<file path="config.mk">
export PLATFORM = sky130hd
export DESIGN_NAME = sysreg_unit
export DESIGN_NICKNAME = d
export VERILOG_FILES = /design/src/rtl/sysreg_pkg.sv /design/src/rtl/sysreg_status.sv /design/src/rtl/sysreg_stack.sv /design/src/rtl/sysreg_prio.sv /design/src/rtl/sysreg_unit.sv
export SDC_FILE = /design/constraint.sdc
export NUM_CORES = 1
export LEC_CHECK = 0
export ABC_CLOCK_PERIOD_IN_PS = 2500
export CAP_MARGIN = 20
export CELL_PAD_IN_SITES_DETAIL_PLACEMENT = 1
export CELL_PAD_IN_SITES_GLOBAL_PLACEMENT = 1
export CORE_AREA = 2 2 127 129
export CTS_BUF_LIST = sky130_fd_sc_hd__clkbuf_16
export CTS_CLUSTER_DIAMETER = 60
export DETAILED_ROUTE_END_ITERATION = 10
export DIE_AREA = 0 0 129 131
export PLACE_DENSITY_LB_ADDON = 0.08
export SLEW_MARGIN = 20
export SYNTH_ARGS = -nofsm -noshare
export SYNTH_HDL_FRONTEND = slang
export SYNTH_HIERARCHICAL = 1
export SYNTH_SLANG_ARGS = --single-unit
</file>
<file path="constraint.sdc">
create_clock -name clk -period 2.5 [get_ports clk]
set_input_delay 0.5 -clock clk [delete_from_list [all_inputs] [get_ports clk]]
set_output_delay 0.5 -clock clk [all_outputs]
set_load 0.02 [all_outputs]
</file>
<file path="src/rtl/sysreg_pkg.sv">
package sysreg_pkg;
  localparam int DW     = 32;
  localparam int SEL_W  = 5;
  localparam int PRIO_W = 8;
  localparam int EXC_W  = 9;
  localparam int CTRL_W = 2;

  localparam logic [DW-1:0] STORE_MASK = 32'hFE00FC00;

  localparam logic [SEL_W-1:0] S_MAIN_SP  = 5'd8;
  localparam logic [SEL_W-1:0] S_PROC_SP  = 5'd9;
  localparam logic [SEL_W-1:0] S_IRQ_OFF  = 5'd16;
  localparam logic [SEL_W-1:0] S_FLT_OFF  = 5'd17;
  localparam logic [SEL_W-1:0] S_PRIO     = 5'd18;
  localparam logic [SEL_W-1:0] S_PRIO_UP  = 5'd19;
  localparam logic [SEL_W-1:0] S_CTRL     = 5'd20;
  localparam logic [SEL_W-1:0] S_EXC_VIEW = 5'd5;

  function automatic logic is_status(input logic [SEL_W-1:0] s);
    return (s <= 5'd7) && (s != 5'd4);
  endfunction

  function automatic logic sel_known(input logic [SEL_W-1:0] s);
    return is_status(s) || (s == S_MAIN_SP) || (s == S_PROC_SP) ||
           ((s >= S_IRQ_OFF) && (s <= S_CTRL));
  endfunction

  function automatic logic [DW-1:0] view_rmask(input logic [SEL_W-1:0] s);
    case (s)
      5'd0:    return 32'hF8000000;
      5'd1:    return 32'hF80001FF;
      5'd2:    return 32'hFF00FC00;
      5'd3:    return 32'hFF00FDFF;
      5'd5:    return 32'h000001FF;
      5'd6:    return 32'h0700FC00;
      5'd7:    return 32'h0700EDFF;
      default: return '0;
    endcase
  endfunction

  function automatic logic [DW-1:0] view_wmask(input logic [SEL_W-1:0] s);
    case (s)
      5'd0, 5'd1: return 32'hF8000000;
      5'd2, 5'd3: return 32'hFE00FC00;
      5'd6, 5'd7: return 32'h0600FC00;
      default:    return '0;
    endcase
  endfunction

  function automatic logic [PRIO_W-1:0] prio_raise(input logic [PRIO_W-1:0] cur,
                                                   input logic [PRIO_W-1:0] req);
    if ((req != '0) && ((cur == '0) || (req < cur))) return req;
    return cur;
  endfunction
endpackage

</file>
<file path="src/rtl/sysreg_status.sv">
module sysreg_status
  import sysreg_pkg::*;
(
  input  logic             clk,
  input  logic             rst_n,
  input  logic [SEL_W-1:0] sel_i,
  input  logic             wr_en_i,
  input  logic [DW-1:0]    wdata_i,
  input  logic [EXC_W-1:0] exc_num_i,
  output logic [DW-1:0]    view_o
);
  logic [DW-1:0] psr_q;
  logic [DW-1:0] wmask;
  logic          write_hit;
  logic [DW-1:0] status_word;

  assign wmask     = view_wmask(sel_i);
  assign write_hit = wr_en_i && is_status(sel_i);

  always_ff @(posedge clk or negedge rst_n) begin
    if (!rst_n)         psr_q <= '0;
    else if (write_hit) psr_q <= (psr_q & ~wmask) | (wdata_i & wmask);
  end

  assign status_word = (psr_q & STORE_MASK) | {{(DW-EXC_W){1'b0}}, exc_num_i};
  assign view_o      = status_word & view_rmask(sel_i);

  // the exception view never alters stored bits
  assert_exc_view_ro_R3: assert property (@(posedge clk) disable iff (!rst_n)
    (wr_en_i && sel_i == S_EXC_VIEW) |=> (psr_q == $past(psr_q)));

  // bits outside the write mask survive a status write
  assert_wmask_only_R2: assert property (@(posedge clk) disable iff (!rst_n)
    write_hit |=> (((psr_q ^ $past(psr_q)) & ~$past(wmask)) == '0));
endmodule

</file>
<file path="src/rtl/sysreg_stack.sv">
module sysreg_stack
  import sysreg_pkg::*;
(
  input  logic              clk,
  input  logic              rst_n,
  input  logic [SEL_W-1:0]  sel_i,
  input  logic              wr_en_i,
  input  logic [DW-1:0]     wdata_i,
  output logic [DW-1:0]     main_sp_o,
  output logic [DW-1:0]     proc_sp_o,
  output logic [DW-1:0]     live_sp_o,
  output logic [CTRL_W-1:0] ctrl_o,
  output logic              psp_sel_o
);
  logic [DW-1:0]     live_q, saved_q;
  logic [CTRL_W-1:0] ctrl_q;
  logic              psp_act;
  logic              wr_main, wr_proc, wr_ctrl, swap;

  assign psp_act = ctrl_q[1];
  assign wr_main = wr_en_i && (sel_i == S_MAIN_SP);
  assign wr_proc = wr_en_i && (sel_i == S_PROC_SP);
  assign wr_ctrl = wr_en_i && (sel_i == S_CTRL);
  assign swap    = wr_ctrl && (wdata_i[1] != ctrl_q[1]);

  always_ff @(posedge clk or negedge rst_n) begin
    if (!rst_n) begin
      live_q  <= '0;
      saved_q <= '0;
      ctrl_q  <= '0;
    end else begin
      if (wr_ctrl) ctrl_q <= wdata_i[CTRL_W-1:0];
      if (swap) begin
        live_q  <= saved_q;
        saved_q <= live_q;
      end else if (wr_main) begin
        if (psp_act) saved_q <= wdata_i;
        else         live_q  <= wdata_i;
      end else if (wr_proc) begin
        if (psp_act) live_q  <= wdata_i;
        else         saved_q <= wdata_i;
      end
    end
  end

  assign main_sp_o = psp_act ? saved_q : live_q;
  assign proc_sp_o = psp_act ? live_q  : saved_q;
  assign live_sp_o = live_q;
  assign ctrl_o    = ctrl_q;
  assign psp_sel_o = psp_act;

  // a change of active pointer brings the saved copy live
  assert_swap_on_select_R8: assert property (@(posedge clk) disable iff (!rst_n)
    (psp_sel_o != $past(psp_sel_o)) |-> (live_q == $past(saved_q)));

  // a main stack pointer write is visible through its alias
  assert_main_alias_R4: assert property (@(posedge clk) disable iff (!rst_n)
    wr_main |=> (main_sp_o == $past(wdata_i)));
endmodule

</file>
<file path="src/rtl/sysreg_prio.sv">
module sysreg_prio
  import sysreg_pkg::*;
(
  input  logic              clk,
  input  logic              rst_n,
  input  logic [SEL_W-1:0]  sel_i,
  input  logic              wr_en_i,
  input  logic [PRIO_W-1:0] wdata_i,
  output logic              irq_off_o,
  output logic              fault_off_o,
  output logic [PRIO_W-1:0] basepri_o
);
  logic              irq_q, flt_q;
  logic [PRIO_W-1:0] bp_q;
  logic              wr_irq, wr_flt, wr_bp, wr_bp_up;

  assign wr_irq   = wr_en_i && (sel_i == S_IRQ_OFF);
  assign wr_flt   = wr_en_i && (sel_i == S_FLT_OFF);
  assign wr_bp    = wr_en_i && (sel_i == S_PRIO);
  assign wr_bp_up = wr_en_i && (sel_i == S_PRIO_UP);

  always_ff @(posedge clk or negedge rst_n) begin
    if (!rst_n) begin
      irq_q <= 1'b0;
      flt_q <= 1'b0;
      bp_q  <= '0;
    end else begin
      if (wr_irq)   irq_q <= wdata_i[0];
      if (wr_flt)   flt_q <= wdata_i[0];
      if (wr_bp)    bp_q  <= wdata_i;
      if (wr_bp_up) bp_q  <= prio_raise(bp_q, wdata_i);
    end
  end

  assign irq_off_o   = irq_q;
  assign fault_off_o = flt_q;
  assign basepri_o   = bp_q;

  // the raise-only write keeps the value or moves to a stronger nonzero level
  assert_raise_only_R7: assert property (@(posedge clk) disable iff (!rst_n)
    wr_bp_up |=> ((bp_q == $past(bp_q)) ||
                  ((bp_q != '0) && (($past(bp_q) == '0) || (bp_q < $past(bp_q))))));

  // interrupt-disable bit follows data bit 0
  assert_irq_bit_R5: assert property (@(posedge clk) disable iff (!rst_n)
    wr_irq |=> (irq_off_o == $past(wdata_i[0])));
endmodule

</file>
<file path="src/rtl/sysreg_unit.sv">
module sysreg_unit
  import sysreg_pkg::*;
(
  input  logic              clk,
  input  logic              rst_n,
  input  logic [SEL_W-1:0]  sel_i,
  input  logic [DW-1:0]     wdata_i,
  input  logic              rd_i,
  input  logic              wr_i,
  input  logic [EXC_W-1:0]  exc_num_i,
  output logic [DW-1:0]     rdata_o,
  output logic              err_o,
  output logic              psp_sel_o,
  output logic              irq_off_o,
  output logic              fault_off_o,
  output logic [PRIO_W-1:0] basepri_o,
  output logic [DW-1:0]     sp_live_o
);
  logic              sel_ok, wr_ok;
  logic [DW-1:0]     status_view, main_sp, proc_sp, rd_view;
  logic [CTRL_W-1:0] ctrl;

  assign sel_ok = sel_known(sel_i);
  assign wr_ok  = wr_i && sel_ok;
  assign err_o  = (rd_i || wr_i) && !sel_ok;

  sysreg_status u_status (
    .clk(clk), .rst_n(rst_n), .sel_i(sel_i), .wr_en_i(wr_ok),
    .wdata_i(wdata_i), .exc_num_i(exc_num_i), .view_o(status_view)
  );

  sysreg_stack u_stack (
    .clk(clk), .rst_n(rst_n), .sel_i(sel_i), .wr_en_i(wr_ok),
    .wdata_i(wdata_i), .main_sp_o(main_sp), .proc_sp_o(proc_sp),
    .live_sp_o(sp_live_o), .ctrl_o(ctrl), .psp_sel_o(psp_sel_o)
  );

  sysreg_prio u_prio (
    .clk(clk), .rst_n(rst_n), .sel_i(sel_i), .wr_en_i(wr_ok),
    .wdata_i(wdata_i[PRIO_W-1:0]), .irq_off_o(irq_off_o),
    .fault_off_o(fault_off_o), .basepri_o(basepri_o)
  );

  always_comb begin
    rd_view = '0;
    if (is_status(sel_i)) rd_view = status_view;
    else begin
      case (sel_i)
        S_MAIN_SP:           rd_view = main_sp;
        S_PROC_SP:           rd_view = proc_sp;
        S_IRQ_OFF:           rd_view = {{(DW-1){1'b0}}, irq_off_o};
        S_FLT_OFF:           rd_view = {{(DW-1){1'b0}}, fault_off_o};
        S_PRIO, S_PRIO_UP:   rd_view = {{(DW-PRIO_W){1'b0}}, basepri_o};
        S_CTRL:              rd_view = {{(DW-CTRL_W){1'b0}}, ctrl};
        default:             rd_view = '0;
      endcase
    end
  end

  assign rdata_o = (rd_i && sel_ok) ? rd_view : '0;

  // an unknown selector leaves every stored register untouched
  assert_err_no_effect_R9: assert property (@(posedge clk) disable iff (!rst_n)
    (err_o && wr_i) |=> ($stable(main_sp) && $stable(proc_sp) && $stable(ctrl) &&
                         $stable(basepri_o) && $stable(irq_off_o) && $stable(fault_off_o)));

  // no read strobe, no read data
  assert_idle_rdata_R11: assert property (@(posedge clk) disable iff (!rst_n)
    !rd_i |-> (rdata_o == '0));
endmodule

</file>
==> impl_metrics.json, run 1 <==
{
  "status": "finished, violations left",
  "violations": "setup timing",
  "yosysMostFrequentCell": "mux2_2",
  "hpwl_um": 13700,
  "r2r_end": "u_stack/live_sp_o[6]",
  "syn_avg_cell_area_um2": 11.0,
  "ant_nets": 0,
  "clockBufferDepth": 2,
  "ys_seq_area_share_pct": 35.6,
  "drt-vias-per-instance": 5.65,
  "cp-end-kind": "primary output",
  "cp_max_fo": 5,
  "drive_gt1_share_pct": 48.1,
  "finalPower_mw": 5.65,
  "cp_top_family": "buffers and inverters",
  "synth_top_area_share_pct": 35.6,
  "cap_viol_max_count": 0,
  "drtIter0Drc": 356,
  "timing.critical_path.slowest_cell_delay_ns": 0.55,
  "synth_top_area_cell": "dfrtp_1",
  "gp_congestion": 0.818,
  "power_per_cell_area_nw_per_um2": 587,
  "worstSkewPairLatency_ns": 0.35,
  "grt_max_degree": 41,
  "cts_tree": "yes",
  "r2r-start": "u_stack/ctrl_o[1]",
  "rows": 46,
  "clockRootBuffer": "clkbuf_16",
  "netlist_instances": 566,
  "fmax_mhz": 365,
  "ys_ff_latch": 89,
  "portBuffers": 125,
  "netlist-cell-type-count": 47,
  "grt_pass1_wl_um": 33900,
  "async_flop_share_pct": 100,
  "required_ns": 2.00,
  "fin_skew_ns": 0.00953,
  "setup_slack_ns": -0.241,
  "synth-edff-count": 0,
  "drc": 0,
  "first_global_vias": 6078,
  "tightestPinTransition_ns": 0.603,
  "hp-class": "in2async",
  "finalCriticalPeriod_ns": 2.74,
  "htreeDepth": 3,
  "die_y_um": 131,
  "cts_sinks": 89,
  "cp-start-kind": "register",
  "synth_common_cells": "mux2_2 (146), dfrtp_1 (89), nor2_1 (57), a21oi_1 (43), mux2i_1 (33)",
  "crit_type": "reg2out",
  "dp_slack_ns": -1.00,
  "antenna_found_initial": 1,
  "setup_violations": 73,
  "critPathArrivalTime_ns": 2.24,
  "fp.dieArea_um2": 16900,
  "finalNetCount": 849,
  "top_level_ports": 126,
  "critPathSlowestCell": "dfrtp_4",
  "leakage_nw": 4.47,
  "grt_util_all_layers_pct": 26.4,
  "vdd_ir_drop_max_mv": 0.401,
  "critPathBufInv": 4,
  "cts-buffers-inserted": 9,
  "hold_slack_ns": 0.141,
  "r2r_cells": 10,
  "final.period_utilization_pct": 110,
  "yosys_warnings": 6,
  "hold_viol_final": 0,
  "vias": 5725,
  "start_util_pct": 40.1,
  "syn_to_final_growth_pct": 54.3,
  "ys.flop_type": "dfrtp_1",
  "crit_chain": "buf_12, buf_12, buf_4, mux2_2, a222oi_1, nor2_1, buf_4",
  "rsz0062_at_grt": "true",
  "synth_area_leaders": "dfrtp_1 (36%), mux2_2 (26%), mux2i_1 (5.3%)",
  "clkTransAtPathRegs_ns": 0.07,
  "reg2reg_slack_ns": -0.11,
  "drv_slew": 0,
  "slew-limit-headroom_pct": 59.8,
  "wl_um": 24500,
  "wl_per_cell_um": 24.2,
  "syn_area_um2": 6250,
  "grt-ovfl-total": 0,
  "first_pass_iters": 5,
  "core_um2": 15600,
  "hold_buffers": 0,
  "die_w_um": 129
}
## cell usage in the layout (no fill, tap or decap), types with 12 or more instances in the layout
cell	netlist	layout
mux2_2	146	110
buf_4	14	92
dfrtp_1	89	88
clkdlybuf4s50_1	0	86
nor2_1	57	52
mux2_4	8	45
a21oi_1	43	35
mux2i_1	33	33
buf_12	0	28
a222oi_1	24	24
buf_6	13	24
and2_1	23	23
clkbuf_16	0	14
buf_2	20	12
## cells by family (layout without fill, tap and decap cells)
kind of cell	count (synthesis)	after routing	synth area share, %
other	1	11	0.0600
AOI/OAI and AO/OA	97	97	11.5
xor gates and xnor gates	1	1	0.140
and+or+nand+nor	122	122	11.1
adders and majority gates	7	7	1.40
muxes	188	188	33.7
DFF	89	89	35.6
buffers and inverters	61	282	6.47
## worst max path at each step
stage | startpoint | to | slack (ns) | cells after the start
after CTS | u_stack/ctrl_o[1] | rdata_o[31] | -0.19 | 6
after floorplan | sel_i[0] | u_stack/live_sp_o[0] | -0.26 | 10
final | u_stack/ctrl_o[1] | rdata_o[26] | -0.24 | 7
after detailed placement | sel_i[4] | u_stack/live_sp_o[18] | -1.00 | 10
after global placement | sel_i[0] | rdata_o[1] | -0.93 | 7
after global routing | u_stack/ctrl_o[1] | rdata_o[10] | -0.28 | 6
## where the power goes
part	leakage [nW]	internal [mW]	total, mW	switching, mW
registers	1.14	1.77	2.16	0.392
logic	3.19	1.22	2.12	0.891
clock network	0.136	0.765	1.38	0.617
total	4.47	3.76	5.65	1.90
## layer usage
| layer | track usage, % | vias to the layer above | part of all wire [%] |
|---|---|---|---|
| met5 | 0 | - | 0 |
| met4 | 8.12 | 0 | 2.6 |
| met3 | 3.14 | 40 | 4.3 |
| met2 | 47.9 | 183 | 52 |
| met1 | 32.9 | 2942 | 42 |
| li1 | - | 2560 | - |
## timing repair
action	CTS	global route
setup endpoints to repair	122	85
cloned	9	5
setup buffers	29	14
resized for setup	216	81
pin swaps	25	36
## metrics by stage
stage | area, µm² | cells | setup TNS (ns) | util, %
after global placement | 8270 | 941 | -81.98 | 53.0
final | 9640 | 1013 | -10.14 | 61.8
after floorplan | 6290 | 575 | -9.27 | -
after detailed placement | 8270 | 941 | -96.71 | 53.0
after global routing | 9640 | 1012 | -13.26 | 61.8
after CTS | 9120 | 994 | -1.26 | 58.5
## layout make-up
class	instances	area, µm²
fill	1618	5960
multi-input combinational	425	3980
timing repair buffer	258	2830
sequential	89	2230
tap	216	270
clock buffer	9	225
clock inverter	6	61.3
inverter	9	33.8
antenna	1	2.50
(Power assumes the default switching activity.)
==> run 2: changes to the inputs <==
Settings changed: CTS_BUF_LIST sky130_fd_sc_hd__clkbuf_16 to unset.
==> run 2 against run 1 <==
Net effect:
- the run still ends with setup timing left
- core utilization shrank 1.2 points
- hold slack lost 0.0090 ns
- register-to-register slack gained 0.02 ns
- clock skew shrank 0.0036 ns
- sequential share of layout area grew 0.47 points
==> impl_metrics.json, run 2 (same netlist as run 1, synthesis figures left out) <==
{
  "syn_to_final_growth_pct": 51.2,
  "cts_tree": "yes",
  "drtIter0Drc": 281,
  "fmax_mhz": 373,
  "fp.dieArea_um2": 16900,
  "hold_buffers": 0,
  "htreeDepth": 3,
  "cts-buffers-inserted": 9,
  "first_global_vias": 6052,
  "diodes": 0,
  "final_common_cell": "mux2_2",
  "clkTransAtPathRegs_ns": 0.06,
  "cp-end-kind": "primary output",
  "layout_common_cells": "mux2_2 (120), buf_4 (90), dfrtp_1 (88), clkdlybuf4s50_1 (86), nor2_1 (56)",
  "required_ns": 2.00,
  "rows": 46,
  "hp-class": "in2async",
  "place_inst": 941,
  "crit_type": "reg2out",
  "fin_skew_ns": 0.00591,
  "antenna_found_initial": 0,
  "leakage_nw": 4.40,
  "grt_pass1_wl_um": 33900,
  "grt_util_all_layers_pct": 26.2,
  "wl_um": 23200,
  "drt-vias-per-instance": 5.58,
  "critPathArrivalTime_ns": 2.18,
  "cp_max_fo": 6,
  "vdd_ir_drop_max_mv": 0.343,
  "setup_slack_ns": -0.179,
  "drive_gt1_share_pct": 47.6,
  "drv_slew": 0,
  "worstSkewPairLatency_ns": 0.35,
  "vias": 5616,
  "status": "finished, violations left",
  "top_level_ports": 126,
  "dp_slack_ns": -1.00,
  "portBuffers": 125,
  "first_pass_iters": 7,
  "power_per_cell_area_nw_per_um2": 593,
  "hold_slack_ns": 0.132,
  "final.period_utilization_pct": 107,
  "grt-ovfl-total": 0,
  "clockRootBuffer": "clkbuf_16",
  "drc": 0,
  "rsz0062_at_grt": "true",
  "ant_nets": 0,
  "core_um2": 15600,
  "wl_per_cell_um": 23.0,
  "gp_congestion": 0.818,
  "die_y_um": 131,
  "cap_viol_max_count": 0,
  "hold_viol_final": 0,
  "clockBufferDepth": 2,
  "tightestPinTransition_ns": 0.594,
  "hpwl_um": 13700,
  "violations": "setup timing",
  "finalSetupTns_ns": -3.87,
  "cts_sinks": 89,
  "die_w_um": 129,
  "slew-limit-headroom_pct": 60.4,
  "finalCriticalPeriod_ns": 2.68,
  "reg2reg_slack_ns": -0.09,
  "final_cells": 1006,
  "cp-start-kind": "register",
  "setup_violations": 50,
  "grt_max_degree": 41,
  "finalNetCount": 843,
  "start_util_pct": 40.1
}
## run 2: changes by cell type in the layout (fill, tap and decap cells not counted), moves of 4 or more
| cell | delta |
|---|---|
| nor2_1 | +4 |
| buf_6 | -4 |
| mux2_4 | -10 |
| mux2_2 | +10 |
| buf_2 | +5 |
## run 2: where the power goes
group / total, mW / internal (mW) / switching, mW
combinational: 2.05 / 1.18 / 0.869
sequential: 2.15 / 1.77 / 0.382
clock: 1.40 / 0.799 / 0.598
total: 5.60 / 3.75 / 1.85
## run 2: cell type report
class	count	area, µm²
well taps	216	270
clock inverters	4	53.8
multi-input cells	425	3940
inverters	9	33.8
flip-flops and latches	89	2230
repair buffers	252	2680
clock buffers	11	243
fillers	1610	6150
## run 2: what timing repair did
item                       4_1_cts  5_1_grt
buffers inserted                27       13
cloned                           8        4
hold endpoints to repair         0        0
pin swaps                       25       38
resized for setup              227       46
setup endpoints to repair      122       72
## run 2: routing by layer
metal  vias up  GRT usage (%)  routed length, µm
met3        28           3.34                726
met1      2906           32.7               9820
met2       136           47.7              12200
met5         -              0                  0
li1       2546              -                  -
met4         0           7.61                394
## run 2: worst max-delay path: stages, from the launching register on
cell and delay [ns]:
dfrtp_4 0.53, buf_12 0.16, buf_12 0.12, mux2_2 0.26, a222oi_1 0.48, nor2_1 0.09, buf_4 0.18
## run 2: through the flow
stage	power, mW	util [%]	instance area (µm²)
global placement	3.87	53.0	8270
global route	5.86	60.6	9450
floorplan	3.11	-	6290
finish	5.60	60.6	9450
detailed placement	3.98	53.0	8270
CTS	5.50	58.3	9100
## run 2: path summary, 6_finish.rpt
| kind | cells after the start | to | start |
|---|---|---|---|
| min | 1 | u_prio/basepri_o[6] | rst_n |
| min in group clk | 1 | register | register |
| min reg2reg | 1 | register | register |
| max | 6 | rdata_o[31] | u_stack/ctrl_o[1] |
| max reg2reg | 9 | u_stack/live_sp_o[12] | u_stack/ctrl_o[1] |
| max in group asynchronous | 3 | u_stack/saved_q[9] | rst_n |
==> run 3: changes to the inputs <==
--- a/config.mk
+++ b/config.mk
@@ -6,12 +6,13 @@
 export NUM_CORES = 1
 export LEC_CHECK = 0
+export ABC_AREA = 1
 export ABC_CLOCK_PERIOD_IN_PS = 2500
 export CAP_MARGIN = 20
 export CELL_PAD_IN_SITES_DETAIL_PLACEMENT = 1
 export CELL_PAD_IN_SITES_GLOBAL_PLACEMENT = 1
-export CORE_AREA = 2 2 127 129
+export CORE_AREA = 2 2 137 139
 export CTS_CLUSTER_DIAMETER = 60
 export DETAILED_ROUTE_END_ITERATION = 10
-export DIE_AREA = 0 0 129 131
+export DIE_AREA = 0 0 139 141
 export PLACE_DENSITY_LB_ADDON = 0.08
 export SLEW_MARGIN = 20
@@ -20,2 +21,3 @@
 export SYNTH_HIERARCHICAL = 1
 export SYNTH_SLANG_ARGS = --single-unit
+export TNS_END_PERCENT = 1
==> constraint.sdc (replaced) <==
create_clock -name clk -period 2.5 [get_ports clk]
set_input_delay 0.25 -clock clk [delete_from_list [all_inputs] [get_ports clk]]
set_output_delay 0.25 -clock clk [all_outputs]
set_load 0.02 [all_outputs]
==> run 3 against run 2 <==
Net effect:
- the run now ends clean
- fmax is 10% higher
- hold slack improved by 0.32 ns
- combinational power is 21% lower
- clock skew hardly changed
- non-clock buffer count is 55 lower
- power fell by 11%
- synthesized cell count grew 88%
- largest cell class unchanged
- largest power group unchanged
==> impl_metrics.json, run 3 <==
{
  "timing.critical_path.slowest_cell_delay_ns": 0.49,
  "fp.dieArea_um2": 19600,
  "cap_viol_max_count": 0,
  "wl_um": 23600,
  "endpoint": "rdata_o[26]",
  "synth_top_area_share_pct": 33.7,
  "clockRootBuffer": "clkbuf_16",
  "drc": 0,
  "core_um2": 18300,
  "critPathArrivalTime_ns": 2.19,
  "synth-edff-count": 0,
  "layout_common_cells": "nand2_1 (401), inv_1 (118), clkdlybuf4s50_1 (92), dfrtp_1 (88), nand3_1 (87)",
  "crit_chain": "clkdlybuf4s50_1, buf_4, nor2_4, nand2_1, buf_4, nor2_1, a21oi_1, nor2_1, dlygate4sd2_1",
  "wl_per_cell_um": 16.2,
  "top_level_ports": 126,
  "diodes": 0,
  "ant_nets": 0,
  "final-seq-area_um2": 2230,
  "seqPwrFrac_pct": 41.0,
  "drt-vias-per-instance": 5.03,
  "slew-limit-headroom_pct": 57.5,
  "antenna_found_initial": 0,
  "start_util_pct": 36.2,
  "final_common_cell": "nand2_1",
  "htreeDepth": 3,
  "crit_start": "sel_i[3]",
  "drv_slew": 0,
  "grt_util_all_layers_pct": 24.4,
  "cts_tree": "yes",
  "intPower_mw": 3.13,
  "vias": 7309,
  "clockBufferDepth": 2,
  "ys_ff_latch": 89,
  "clkTransAtPathRegs_ns": 0.07,
  "grt_max_degree": 64,
  "stdcell_area_um2": 8710,
  "cts-buffers-inserted": 9,
  "ys.flop_type": "dfrtp_1",
  "setup_violations": 0,
  "die_w_um": 139,
  "grt_pass1_wl_um": 38400,
  "synth_top_area_cell": "dfrtp_1",
  "drive_gt1_share_pct": 9.76,
  "finalCriticalPeriod_ns": 2.44,
  "syn_to_final_growth_pct": 32.0,
  "grt-ovfl-total": 0,
  "netlist_instances": 1066,
  "final.period_utilization_pct": 97.4,
  "first_pass_iters": 6,
  "yosys_warnings": 6,
  "gp_congestion": 0.817,
  "rows": 50,
  "placed_cell_area_um2": 8470,
  "multi_input_area_um2": 3550,
  "leakage_nw": 4.32,
  "clockPowerShare_pct": 26.4,
  "p_sw_share_pct": 36.9,
  "finalNetCount": 1272,
  "r2r_cells": 11,
  "die_y_um": 141,
  "final_cells": 1453,
  "fmax_mhz": 411,
  "r2r_end": "u_stack/live_sp_o[29]",
  "hpwl_um": 17300,
  "power_per_cell_area_nw_per_um2": 569,
  "syn_area_um2": 6600,
  "cp-start-kind": "input port",
  "vdd_ir_drop_max_mv": 0.335,
  "tightestPinTransition_ns": 0.637,
  "cp_max_fo": 8,
  "r2r-start": "u_stack/ctrl_o[1]",
  "first_global_vias": 7353,
  "place_inst": 1437,
  "critPathSlowestCell": "clkdlybuf4s50_1",
  "syn_avg_cell_area_um2": 6.19,
  "reg2reg_slack_ns": 0.65,
  "fillers": 2484,
  "worstSkewPairLatency_ns": 0.35,
  "p_sw_mw": 1.83,
  "ys_seq_area_share_pct": 33.7,
  "post_cts_buffers": 0,
  "async_flop_share_pct": 100,
  "synth_common_cells": "nand2_1 (401), inv_1 (118), dfrtp_1 (89), nand3_1 (87), nor2_1 (81)",
  "netlist-cell-type-count": 28,
  "comb_power_share_pct": 32.5,
  "rsz0062_at_grt": "true",
  "cts_sinks": 89,
  "synth_area_leaders": "dfrtp_1 (34%), nand2_1 (23%), inv_1 (6.7%)",
  "status": "complete, no violations",
  "hp-class": "in2async",
  "yosysMostFrequentCell": "nand2_1",
  "fin_skew_ns": 0.00609,
  "hold_viol_final": 0,
  "portBuffers": 125,
  "cp-end-kind": "primary output",
  "crit_type": "in2out",
  "drtIter0Drc": 304,
  "required_ns": 2.25
}
-- run 3: how the worst min path moves through the flow --
stage                   from                   to  slack, ns  depth (start not counted)
detailed placement     rst_n  u_prio/basepri_o[7]       0.31                          1
global placement       rst_n  u_prio/basepri_o[7]       0.31                          1
global route        register             register       0.50                          2
floorplan              rst_n  u_prio/basepri_o[0]      -0.05                          0
finish                 rst_n  u_prio/basepri_o[7]       0.45                          2
CTS                    rst_n  u_prio/basepri_o[7]       0.48                          2
-- run 3: critical path: cells and delay by family --
| family | cells | cell delay, ns |
|---|---|---|
| compound gates | 1 | 0.10 |
| buf+inv | 4 | 1.23 |
| simple gates | 4 | 0.62 |
-- run 3: timing repair --
action	CTS	global route
hold buffers	1	0
setup endpoints to repair	32	11
hold endpoints to repair	42	0
resized for setup	34	13
-- run 3: area by class of cell --
cell class,count,area share (%)
Timing Repair Buffer,197,21.8
Sequential cell,89,25.6
Clock inverter,4,0.345
Multi-Input combinational cell,794,40.7
Clock buffer,11,2.79
Tap cell,234,3.36
Inverter,124,5.34
-- run 3: power by group through the flow --
stage          Clock [mW]  Combinational [mW]  Sequential [mW]
2_1_floorplan           0               0.802             2.12
3_3_place_gp            0                1.58             2.05
3_5_place_dp            0                1.62             2.06
4_1_cts              1.34                1.63             2.03
5_1_grt              1.39                1.81             2.08
6_report             1.31                1.61             2.03
-- run 3: logic make-up (layout without fill, tap and decap cells) --
kind of cell / count (synthesis) / in the layout / share of synthesized area [%]
simple gates: 617 / 617 / 39.5
buf+inv: 192 / 336 / 13.2
other cells: 1 / 10 / 0.0568
compound gates: 159 / 159 / 12.0
flops: 89 / 89 / 33.7
fa+ha+maj: 7 / 7 / 1.33
mux: 1 / 1 / 0.171
-- run 3: per-layer routing --
layer  global-route usage (%)  part of all wire [%]  vias up
li1                         -                     -     3644
met1                     32.7                    47     3527
met2                     42.3                    48      120
met3                     2.45                   3.0       18
met4                     6.27                   1.3        0
met5                        0                     0        -
-- run 3: metrics by stage --
stage	setup TNS (ns)	hold slack, ns	utilization, %	setup WS [ns]	power (mW)
after CTS	0	0.476	47.7	0.0774	5.00
after detailed placement	-7.09	0.310	46.4	-0.227	3.68
after global placement	-3.88	0.312	46.4	-0.200	3.63
final	0	0.454	47.7	0.0640	4.96
after global routing	-0.0435	0.498	47.7	-0.0269	5.28
after floorplan	0	-0.0456	-	0.529	2.92
